<file path="config.mk">
export PLATFORM = sky130hd
export DESIGN_NAME = rst_supervisor
export DESIGN_NICKNAME = d
export VERILOG_FILES = /design/src/rtl/sup_pkg.sv /design/src/rtl/code_lookup.sv /design/src/rtl/hold_timer.sv /design/src/rtl/wdog_timer.sv /design/src/rtl/rst_supervisor.sv
export SDC_FILE = /design/constraint.sdc
export NUM_CORES = 1
export LEC_CHECK = 0
export BUFFER_PORTS_ARGS = -buffer_cell sky130_fd_sc_hd__buf_2
export CORE_MARGIN = 1
export CORE_UTILIZATION = 66
export DETAILED_ROUTE_END_ITERATION = 10
export PLACE_DENSITY = 0.95
export SYNTH_ARGS = -nofsm -noshare
export SYNTH_HDL_FRONTEND = slang
export SYNTH_HIERARCHICAL = 1
export SYNTH_SLANG_ARGS = --single-unit
</file>
<file path="constraint.sdc">
create_clock -name clk_i -period 6.03 [get_ports clk_i]
set_input_delay 0.3015 -clock clk_i [delete_from_list [all_inputs] [get_ports clk_i]]
set_output_delay 0.3015 -clock clk_i [all_outputs]
set_load 0.01 [all_outputs]
</file>
<file path="src/rtl/sup_pkg.sv">
package sup_pkg;

    typedef enum logic [1:0] {
        WD_LONG  = 2'b00,
        WD_MID   = 2'b01,
        WD_SHORT = 2'b10,
        WD_OFF   = 2'b11
    } wd_code_e;

    function automatic int unsigned max_of4(input int unsigned a, input int unsigned b,
                                            input int unsigned c, input int unsigned d);
        int unsigned m;
        m = a;
        if (b > m) m = b;
        if (c > m) m = c;
        if (d > m) m = d;
        return m;
    endfunction

endpackage

</file>
<file path="src/rtl/code_lookup.sv">
module code_lookup #(
    parameter int unsigned W  = 8,
    parameter int unsigned V0 = 1,
    parameter int unsigned V1 = 1,
    parameter int unsigned V2 = 1,
    parameter int unsigned V3 = 1
) (
    input  logic [1:0]   code_i,
    output logic [W-1:0] ticks_o
);
    always_comb begin
        unique case (code_i)
            2'b00:   ticks_o = W'(V0);
            2'b01:   ticks_o = W'(V1);
            2'b10:   ticks_o = W'(V2);
            default: ticks_o = W'(V3);
        endcase
    end
endmodule

</file>
<file path="src/rtl/hold_timer.sv">
module hold_timer #(
    parameter int unsigned CW      = 10,
    parameter int unsigned MAX_LEN = 800
) (
    input  logic          clk_i,
    input  logic          pwr_good_i,
    input  logic [CW-1:0] ticks_i,
    input  logic          trip_i,
    output logic          rst_o
);
    typedef struct packed {
        logic          busy;
        logic [CW-1:0] cnt;
    } hold_st_t;

    localparam logic [CW:0] ONE = (CW+1)'(1);

    hold_st_t st_d, st_q;

    always_comb begin
        st_d = st_q;
        if (st_q.busy) begin
            if (({1'b0, st_q.cnt} + ONE) >= {1'b0, ticks_i}) begin
                st_d.busy = 1'b0;
                st_d.cnt  = '0;
            end else begin
                st_d.cnt = st_q.cnt + 1'b1;
            end
        end else if (trip_i) begin
            st_d.busy = 1'b1;
            st_d.cnt  = '0;
        end
    end

    always_ff @(posedge clk_i or negedge pwr_good_i) begin
        if (!pwr_good_i) begin
            st_q <= '{busy: 1'b1, cnt: '0};
        end else begin
            st_q <= st_d;
        end
    end

    assign rst_o = st_q.busy;

    assert_hold_bounded_R2: assert property (@(posedge clk_i) disable iff (!pwr_good_i)
        st_q.cnt < CW'(MAX_LEN));

    assert_trip_asserts_R6: assert property (@(posedge clk_i) disable iff (!pwr_good_i)
        (trip_i && !st_q.busy) |=> rst_o);

endmodule

</file>
<file path="src/rtl/wdog_timer.sv">
module wdog_timer
    import sup_pkg::*;
#(
    parameter int unsigned CW      = 11,
    parameter int unsigned MAX_LEN = 1400
) (
    input  logic          clk_i,
    input  logic          pwr_good_i,
    input  logic          hold_i,
    input  logic          kick_i,
    input  logic [1:0]    code_i,
    input  logic [CW-1:0] ticks_i,
    output logic          expire_o,
    output logic          fail_o
);
    typedef struct packed {
        logic [CW-1:0] cnt;
        logic [1:0]    code;
        logic          fail;
    } wd_st_t;

    localparam logic [CW:0] ONE = (CW+1)'(1);

    wd_st_t st_d, st_q;
    logic   restart, run, hit;

    always_comb begin
        restart = kick_i || (code_i != st_q.code);
        run     = !hold_i && (code_i != WD_OFF);
        hit     = run && !restart && (({1'b0, st_q.cnt} + ONE) >= {1'b0, ticks_i});

        st_d      = st_q;
        st_d.code = code_i;
        st_d.fail = hit;
        if (restart || !run || hit) begin
            st_d.cnt = '0;
        end else begin
            st_d.cnt = st_q.cnt + 1'b1;
        end
    end

    always_ff @(posedge clk_i or negedge pwr_good_i) begin
        if (!pwr_good_i) begin
            st_q <= '{cnt: '0, code: WD_OFF, fail: 1'b0};
        end else begin
            st_q <= st_d;
        end
    end

    assign expire_o = hit;
    assign fail_o   = st_q.fail;

    assert_fail_single_R7: assert property (@(posedge clk_i) disable iff (!pwr_good_i)
        fail_o |=> !fail_o);

    assert_off_quiet_R4: assert property (@(posedge clk_i) disable iff (!pwr_good_i)
        (code_i == WD_OFF) |=> !fail_o);

    assert_kick_wins_R8: assert property (@(posedge clk_i) disable iff (!pwr_good_i)
        kick_i |=> !fail_o);

    assert_no_count_in_reset_R5: assert property (@(posedge clk_i) disable iff (!pwr_good_i)
        hold_i |=> (st_q.cnt == '0));

    assert_cnt_bounded_R5: assert property (@(posedge clk_i) disable iff (!pwr_good_i)
        st_q.cnt < CW'(MAX_LEN));

endmodule

</file>
<file path="src/rtl/rst_supervisor.sv">
module rst_supervisor
    import sup_pkg::*;
#(
    parameter int unsigned HOLD_TICKS_0 = 50,
    parameter int unsigned HOLD_TICKS_1 = 200,
    parameter int unsigned HOLD_TICKS_2 = 400,
    parameter int unsigned HOLD_TICKS_3 = 800,
    parameter int unsigned WD_TICKS_0   = 1400,
    parameter int unsigned WD_TICKS_1   = 200,
    parameter int unsigned WD_TICKS_2   = 25
) (
    input  logic       clk_i,
    input  logic       pwr_good_i,
    input  logic       kick_i,
    input  logic [1:0] hold_sel_i,
    input  logic [1:0] wd_sel_i,
    output logic       sys_rst_o,
    output logic       wd_fail_o
);
    localparam int unsigned HOLD_MAX = max_of4(HOLD_TICKS_0, HOLD_TICKS_1, HOLD_TICKS_2, HOLD_TICKS_3);
    localparam int unsigned WD_MAX   = max_of4(WD_TICKS_0, WD_TICKS_1, WD_TICKS_2, 1);
    localparam int unsigned ALL_MAX  = (HOLD_MAX > WD_MAX) ? HOLD_MAX : WD_MAX;
    localparam int unsigned CW       = $clog2(ALL_MAX + 1);

    logic [CW-1:0] hold_ticks;
    logic [CW-1:0] wd_ticks;
    logic          expire;

    code_lookup #(.W(CW), .V0(HOLD_TICKS_0), .V1(HOLD_TICKS_1),
                  .V2(HOLD_TICKS_2), .V3(HOLD_TICKS_3)) hold_lut_i (
        .code_i  (hold_sel_i),
        .ticks_o (hold_ticks)
    );

    code_lookup #(.W(CW), .V0(WD_TICKS_0), .V1(WD_TICKS_1),
                  .V2(WD_TICKS_2), .V3(1)) wd_lut_i (
        .code_i  (wd_sel_i),
        .ticks_o (wd_ticks)
    );

    hold_timer #(.CW(CW), .MAX_LEN(HOLD_MAX)) hold_i (
        .clk_i      (clk_i),
        .pwr_good_i (pwr_good_i),
        .ticks_i    (hold_ticks),
        .trip_i     (expire),
        .rst_o      (sys_rst_o)
    );

    wdog_timer #(.CW(CW), .MAX_LEN(WD_MAX)) wdog_i (
        .clk_i      (clk_i),
        .pwr_good_i (pwr_good_i),
        .hold_i     (sys_rst_o),
        .kick_i     (kick_i),
        .code_i     (wd_sel_i),
        .ticks_i    (wd_ticks),
        .expire_o   (expire),
        .fail_o     (wd_fail_o)
    );

    assert_fail_with_reset_R7: assert property (@(posedge clk_i) disable iff (!pwr_good_i)
        wd_fail_o |-> sys_rst_o);

    assert_rise_has_cause_R7: assert property (@(posedge clk_i) disable iff (!pwr_good_i)
        $rose(sys_rst_o) |-> wd_fail_o);

endmodule

</file>
==> results.md, run 1 <==
- Status: complete, but fails checks
- Failing checks: design-rule violations
- CTS tree: done
- Max Clock Freq: 322.3 MHz
- R2R setup slack: 2.93 ns
- Unrepaired setup endpoints after global routing: no
- First DRT Iteration DRCs: 73
- Final estimated routing congestion in global placement: 0.9327
- DP Wirelength: 2697 um
- Root buffer cell: clkbuf_4
- Critical path capture point: hold_i/st_q[2]
- Met2 Usage GRT: 36.54%
- Setup ws final: 2.927 ns
- Global router's overall resource usage: 23.11%
- Busiest grt layer: met2
- Post-Place Cell Area: 2046 sq um
- Setup slack after placement: 3.057 ns
- Initial antenna violation count: 0
- CP endpoint kind: flop
- Sequential share of the synthesized area: 31.85%
- Reg2Reg Depth: 12
- DRC violations left: 1
- Worst-path clk slew: 0.14 ns
- Most common cell after layout, fill and taps aside: inv_1
- Die Span Y: 57.79 um
- Design area: 2092 sq um
- Total wire length: 3421 um
- Setup_tns: 0 ns
- Hold Slack: 0.1070 ns
- Post-route minimum period: 3.103 ns
- Final nets: 267
- Final period utilization: 51.45%
- Worst setup SP type: flop
- Area Overhead vs Synth: 1.827%
- Worst Tran Pin Value: 0.7728 ns
- Largest stage delay, worst path: 0.60 ns
- Met3 Use GR: 4.911%
- Final hold violations: 0
- First-pass GRT wire length: 5996 um
- Hold crit path type: in2reg
- MaxCap Viol Count: 0
- Skew-Pair Late Insertion Delay: 0.32 ns
- Max VDD drop: 0.1249 mV
- Die width: 57.79 um
- Worst R2R End: hold_i/st_q[2]
- Core area: 2853 sq um
- CP Max Fanout: 11
- Worst Skew: 0.01254 ns
- Crit path max-delay cell type: nor2_1
- Clk sink count: 26
- DIE AREA: 3340 sq um
- Antenna Nets Post-Route: 0
- Yosys synthesis warning count: 6
- WL/cell: 13.06 um
- Netlist cell types: 43
- Critical path class: reg2reg
- Max Slew Vio Count: 0
- Grt met1 use: 32.80%
- Async set-reset flop share out of synthesis: 100.0%
- Clock H-tree levels: 1
- Commonest non-fill, non-tap cells in the layout: 31 x inv_1, 28 x ha_1, 23 x dfrtp_1
- Setup violators final: 0
- Pwr/cell area: 152.3 nW/um^2
- Grt total ovfl: 0
- Cell area after synthesis: 2054 sq um
- Reg-to-Reg Start: wdog_i/st_q[6]
- FP Rows: 19
- Via/cell ratio: 5.683
- Clock buffer depth: 2
- Top_reg_cell synth: dfrtp_1
- Post-synth EDFFs: 0
- Initial core utilization: 72.02%
- Critical Path, Cell by Cell: nand4_1, nor3_1, xor2_1, ha_1, a21oi_1, nor2b_1, nor3_2, nand3_1, and2_1, nor2_1, a41oi_1, mux2i_1
- Share of layout cells above drive strength 1: 13.42%
- Routed vias: 1489
- Number of global-route vias before repair: 1402
- Syn Area/Cell: 9.011 sq um
- Inserted Diodes: 0
- Cell count after synthesis: 228
- Worst Setup SP: wdog_i/st_q[6]
- Drt pass-1 iters: 7
- Total CTS buffers: 3
- Seq cells post-synth: 26
- Crit path arrival time: 3.36 ns
- Data required, critical path: 6.29 ns
- Slew headroom: 48.29%
- Pleak: 0.001034 uW
- Largest net degree at the start of global routing: 27
- IO Pins: 9
- Number of port buffers: 8
final cells by class:
class	count	area [sq um]
Timing Repair Buffer	9	50.05
Clock buffer	4	36.28
Multi-Input combinational cell	161	1196
Fill cell	187	760.7
Sequential cell	26	654.4
Inverter	31	116.4
Tap cell	31	38.79
synth_stat cells, drive strengths merged (2+ instances only):
cell type,n,area (sq um)
ha,28,350.3
nor3,5,30.03
nand3,15,80.08
dfrtp,23,575.6
conb,2,7.510
nor2b,11,88.84
o21a,2,16.27
nor2,15,61.31
a21oi,7,35.03
a22o,8,70.07
xnor2,8,70.07
nand2b,4,27.53
inv,31,116.4
nand2,14,52.55
clkbuf,2,7.510
dfstp,3,78.83
buf,12,95.08
xor2,10,87.58
nand4,8,56.30
a2111oi,2,17.52
o21ai,5,25.02
through the flow:
| step | cells | utilization (%) | total power, uW |
|---|---|---|---|
| 3_3_place_gp | 257 | 71.71 | 233.2 |
| 5_1_grt | 262 | 73.33 | 338.7 |
| 4_1_cts | 262 | 73.33 | 321.7 |
| 2_1_floorplan | 232 | - | 224.9 |
| 3_5_place_dp | 257 | 71.71 | 235.3 |
| 6_report | 262 | 73.33 | 318.6 |
sequential cells by signal (all words and copies together), names as in the netlist:
signal and count:
wdog_i/fail_o 1, hold_i/rst_o 1, hold_i/st_q 11, wdog_i/st_q 13
kinds of logic (layout without fill, tap and decap cells):
| logic type | count (synthesis) | after routing | synth area share, % |
|---|---|---|---|
| compound gates | 29 | 29 | 10.11 |
| xor+xnor | 18 | 18 | 7.674 |
| fa+ha+maj | 28 | 28 | 17.05 |
| buf+inv | 45 | 44 | 10.66 |
| flops | 26 | 26 | 31.85 |
| mux | 1 | 1 | 0.4872 |
| other cells | 2 | 6 | 0.3655 |
| simple gates | 79 | 79 | 21.80 |
report_power, final:
part | internal [uW] | switching [uW]
Clock | 36.9 | 49.0
Sequential | 179 | 5.96
Combinational | 20.5 | 27.0
Total | 237 | 82.0
how the worst min path moves through the flow:
stage	slack, ns	from	cells past startpoint	end
after floorplan	0.006	pwr_good_i	0	hold_i/st_q[0]
after CTS	0.1	wd_sel_i[0]	1	wdog_i/st_q[1]
final	0.11	wd_sel_i[0]	1	wdog_i/st_q[1]
after detailed placement	0.33	pwr_good_i	1	wdog_i/st_q[3]
after global routing	0.09	wd_sel_i[0]	1	wdog_i/st_q[1]
after global placement	0.32	pwr_good_i	1	wdog_i/st_q[3]
routing by layer:
metal / part of all wire (%) / vias up
met5: 0 / -
met4: 0.85 / 0
met3: 4.9 / 4
met2: 43 / 36
met1: 51 / 689
li1: - / 760
worst max-delay path: cells and delay by family, from the launching register on:
kind                       cells  cell delay (ns)
DFF                            1             0.44
xor gates and xnor gates       1             0.22
AOI/OAI and AO/OA              2             0.25
adders and majority gates      1             0.29
and+or+nand+nor                7             1.66
muxes                          1             0.16
what timing repair did:
item                      in CTS  in global routing
hold buffers                   1                  0
setup buffers                  0                  0
resized for setup              0                  0
hold endpoints to repair      23                  0
Note: power is estimated with default switching activity, not from simulation.
==> inputs of run 2 (changes only) <==
CORE_UTILIZATION = 62   (was 66)
PLACE_DENSITY = 0.9   (was 0.95)
clock period = 3 ns   (was 6.03 ns; I/O delays follow)
==> run 2 against run 1 <==
Effect of this change: the flow now finishes without violations; largest cell class unchanged; critical path type unchanged; via count rose by 4.0%; non-clock buffer count rose by 3; highest routed layer unchanged; sequential power rose by 100%; flip-flop and latch count unchanged; core utilization fell by 4.1 points.
==> results.md, run 2 (synthesis results as in run 1) <==
- Most common cell after layout, fill and taps aside: inv_1
- Clk sink count: 26 (unchanged)
- CTS tree: done
- Core area: 3103 sq um (+8.8%)
- Data required, critical path: 3.21 ns (-3.08 ns)
- CP Max Fanout: 8 (-3)
- Drt pass-1 iters: 4 (-3)
- Finished Layout Cells: 278 (+6.1%)
- Total wire length: 3807 um (+11%)
- R2R setup slack: 0.17 ns (-2.75 ns)
- Root buffer cell: clkbuf_4
- Worst-path clk slew: 0.14 ns (about the same)
- Most flop-heavy register: wdog_i/st_q
- Final estimated routing congestion in global placement: 0.9128 (-2.1%)
- Area Overhead vs Synth: 4.628%
- Worst Tran Pin Value: 0.5717 ns (-0.2012 ns)
- Antenna Nets Post-Route: 0 (unchanged)
- Number of port buffers: 8 (unchanged)
- First-pass GRT wire length: 6147 um (+2.5%)
- Share of layout cells above drive strength 1: 15.81% (+2.4 points)
- CP endpoint kind: flop
- First DRT Iteration DRCs: 122 (+67%)
- Die width: 59.57 um (+3.1%)
- Multi-input logic area: 1207 sq um (+0.94%)
- Unrepaired setup endpoints after global routing: no
- Post-route minimum period: 2.826 ns (-0.2763 ns)
- Hold crit path type: in2reg
- Clock H-tree levels: 1 (unchanged)
- Slew headroom: 61.89% (+14 points)
- Max VDD drop: 0.2181 mV (+75%)
- Skew-Pair Late Insertion Delay: 0.32 ns (about the same)
- Pwr/cell area: 301.8 nW/um^2 (+98%)
- Number of global-route vias before repair: 1455 (+3.8%)
- Clock buffer depth: 2 (unchanged)
- Initial core utilization: 66.21% (-5.8 points)
- Placed cell count: 271 (+5.4%)
- Largest net degree at the start of global routing: 27 (unchanged)
- Max Clock Freq: 353.8 MHz (+9.8%)
- Final hold violations: 0 (unchanged)
- Commonest non-fill, non-tap cells in the layout: 31 x inv_1, 27 x ha_1, 21 x dfrtp_1
- Hold path depth: 3 (+2)
- DRC violations left: 0 (-1)
- Inserted Diodes: 0 (unchanged)
- Global router's overall resource usage: 23.18% (+0.070 points)
- Top Registers: wdog_i/st_q x13, hold_i/st_q x11
- Critical path class: reg2reg
- Pleak: 0.001044 uW (+0.90%)
- Worst setup SP type: flop
- MaxCap Viol Count: 0 (unchanged)
- IO Pins: 9 (unchanged)
- WL/cell: 13.69 um (+4.9%)
- Die Span Y: 59.57 um (+3.1%)
- Initial antenna violation count: 0 (unchanged)
- Crit path arrival time: 3.04 ns (-0.32 ns)
- Grt total ovfl: 0 (unchanged)
- Hold Path End: wdog_i/fail_o
- Reg-to-Reg Start: hold_i/st_q[0]
- Setup violators final: 0 (unchanged)
- Max reg flops: 13 (unchanged)
- Reg2Reg Depth: 10 (-2)
- Routed vias: 1548 (+4.0%)
- Reg area: 656.9 sq um (+0.38%)
- Core Util, Final: 69.27% (-4.1 points)
- Worst Skew: 0.007587 ns (-0.004955 ns)
- Fillers: 237 (+27%)
- Total CTS buffers: 3 (unchanged)
- DP Wirelength: 2843 um (+5.4%)
- Via/cell ratio: 5.568 (-2.0%)
- Status: completed
- Setup_tns: 0 ns (unchanged)
- Final nets: 270 (+1.1%)
- Max Slew Vio Count: 0 (unchanged)
- Final period utilization: 94.22% (+43 points)
- FP Rows: 20 (+1)
- DIE AREA: 3548 sq um (+6.2%)
- Worst R2R End: hold_i/st_q[7]
- Hold Path Origin: kick_i
[run 2: cell types whose count changed in the layout (fill, tap and decap cells not counted), sizes merged]
cell	delta
buf	+1
dlygate4sd3	+2
[run 2: where the power goes]
group | internal [uW] | leakage (uW) | total, uW | switching (uW)
sequential | 361 | 0.000349 | 375 | 13.5
clock | 74.2 | 0.0000210 | 173 | 99.0
combinational | 43.5 | 0.000674 | 101 | 57.1
total | 479 | 0.00104 | 649 | 170
[run 2: layout make-up]
| class | instances | area share [%] |
|---|---|---|
| multi-input combinational | 161 | 56.17 |
| inverter | 31 | 5.413 |
| sequential | 26 | 30.56 |
| tap | 44 | 2.561 |
| clock buffer | 4 | 1.688 |
| timing repair buffer | 12 | 3.609 |
[run 2: layer usage]
layer | GRT usage, % | up-vias | share of wire, %
li1 | - | 769 | -
met1 | 31.34 | 730 | 49
met2 | 38.04 | 41 | 45
met3 | 4.148 | 8 | 4.0
met4 | 6.312 | 0 | 1.7
met5 | 0 | - | 0
[run 2: worst max path at each step]
stage	start	to	slack [ns]	cells past startpoint
final	hold_i/st_q[0]	hold_i/st_q[7]	0.17	10
after floorplan	wdog_i/st_q[3]	hold_i/st_q[5]	0.38	13
after detailed placement	wdog_i/st_q[3]	hold_i/st_q[2]	0.07	12
after global placement	wdog_i/st_q[3]	hold_i/st_q[2]	0.16	12
after global routing	hold_i/st_q[0]	hold_i/st_q[1]	0.02	10
after CTS	hold_i/st_q[0]	hold_i/st_q[9]	0.14	10
[run 2: worst max-delay path, cell delays in order (launching register included)]
cell and delay, ns:
dfrtp_2 0.45, ha_1 0.28, nand4_1 0.17, nor2_1 0.21
nand3_1 0.12, xnor2_1 0.17, ha_1 0.32, nand4_1 0.09
o31a_1 0.36, and3_2 0.30, a22o_1 0.26
[run 2: stage by stage]
| stage | cell area, sq um | setup WS (ns) | power (uW) | hold WS (ns) |
|---|---|---|---|---|
| after floorplan | 2069 | 0.3817 | 452.0 | -0.1456 |
| after global placement | 2069 | 0.1640 | 468.7 | 0.1641 |
| after detailed placement | 2069 | 0.06657 | 474.5 | 0.1751 |
| after CTS | 2138 | 0.1414 | 650.1 | 0.1886 |
| after global routing | 2150 | 0.02260 | 692.2 | 0.2098 |
| final | 2150 | 0.1735 | 648.7 | 0.2151 |
[run 2: timing repair]
action,4_1_cts,5_1_grt
hold buffers,3,0
setup buffers,0,0
gates cloned,0,0
gates resized for setup,1,5
endpoints found under the hold margin,25,0
setup endpoints to repair,1,11
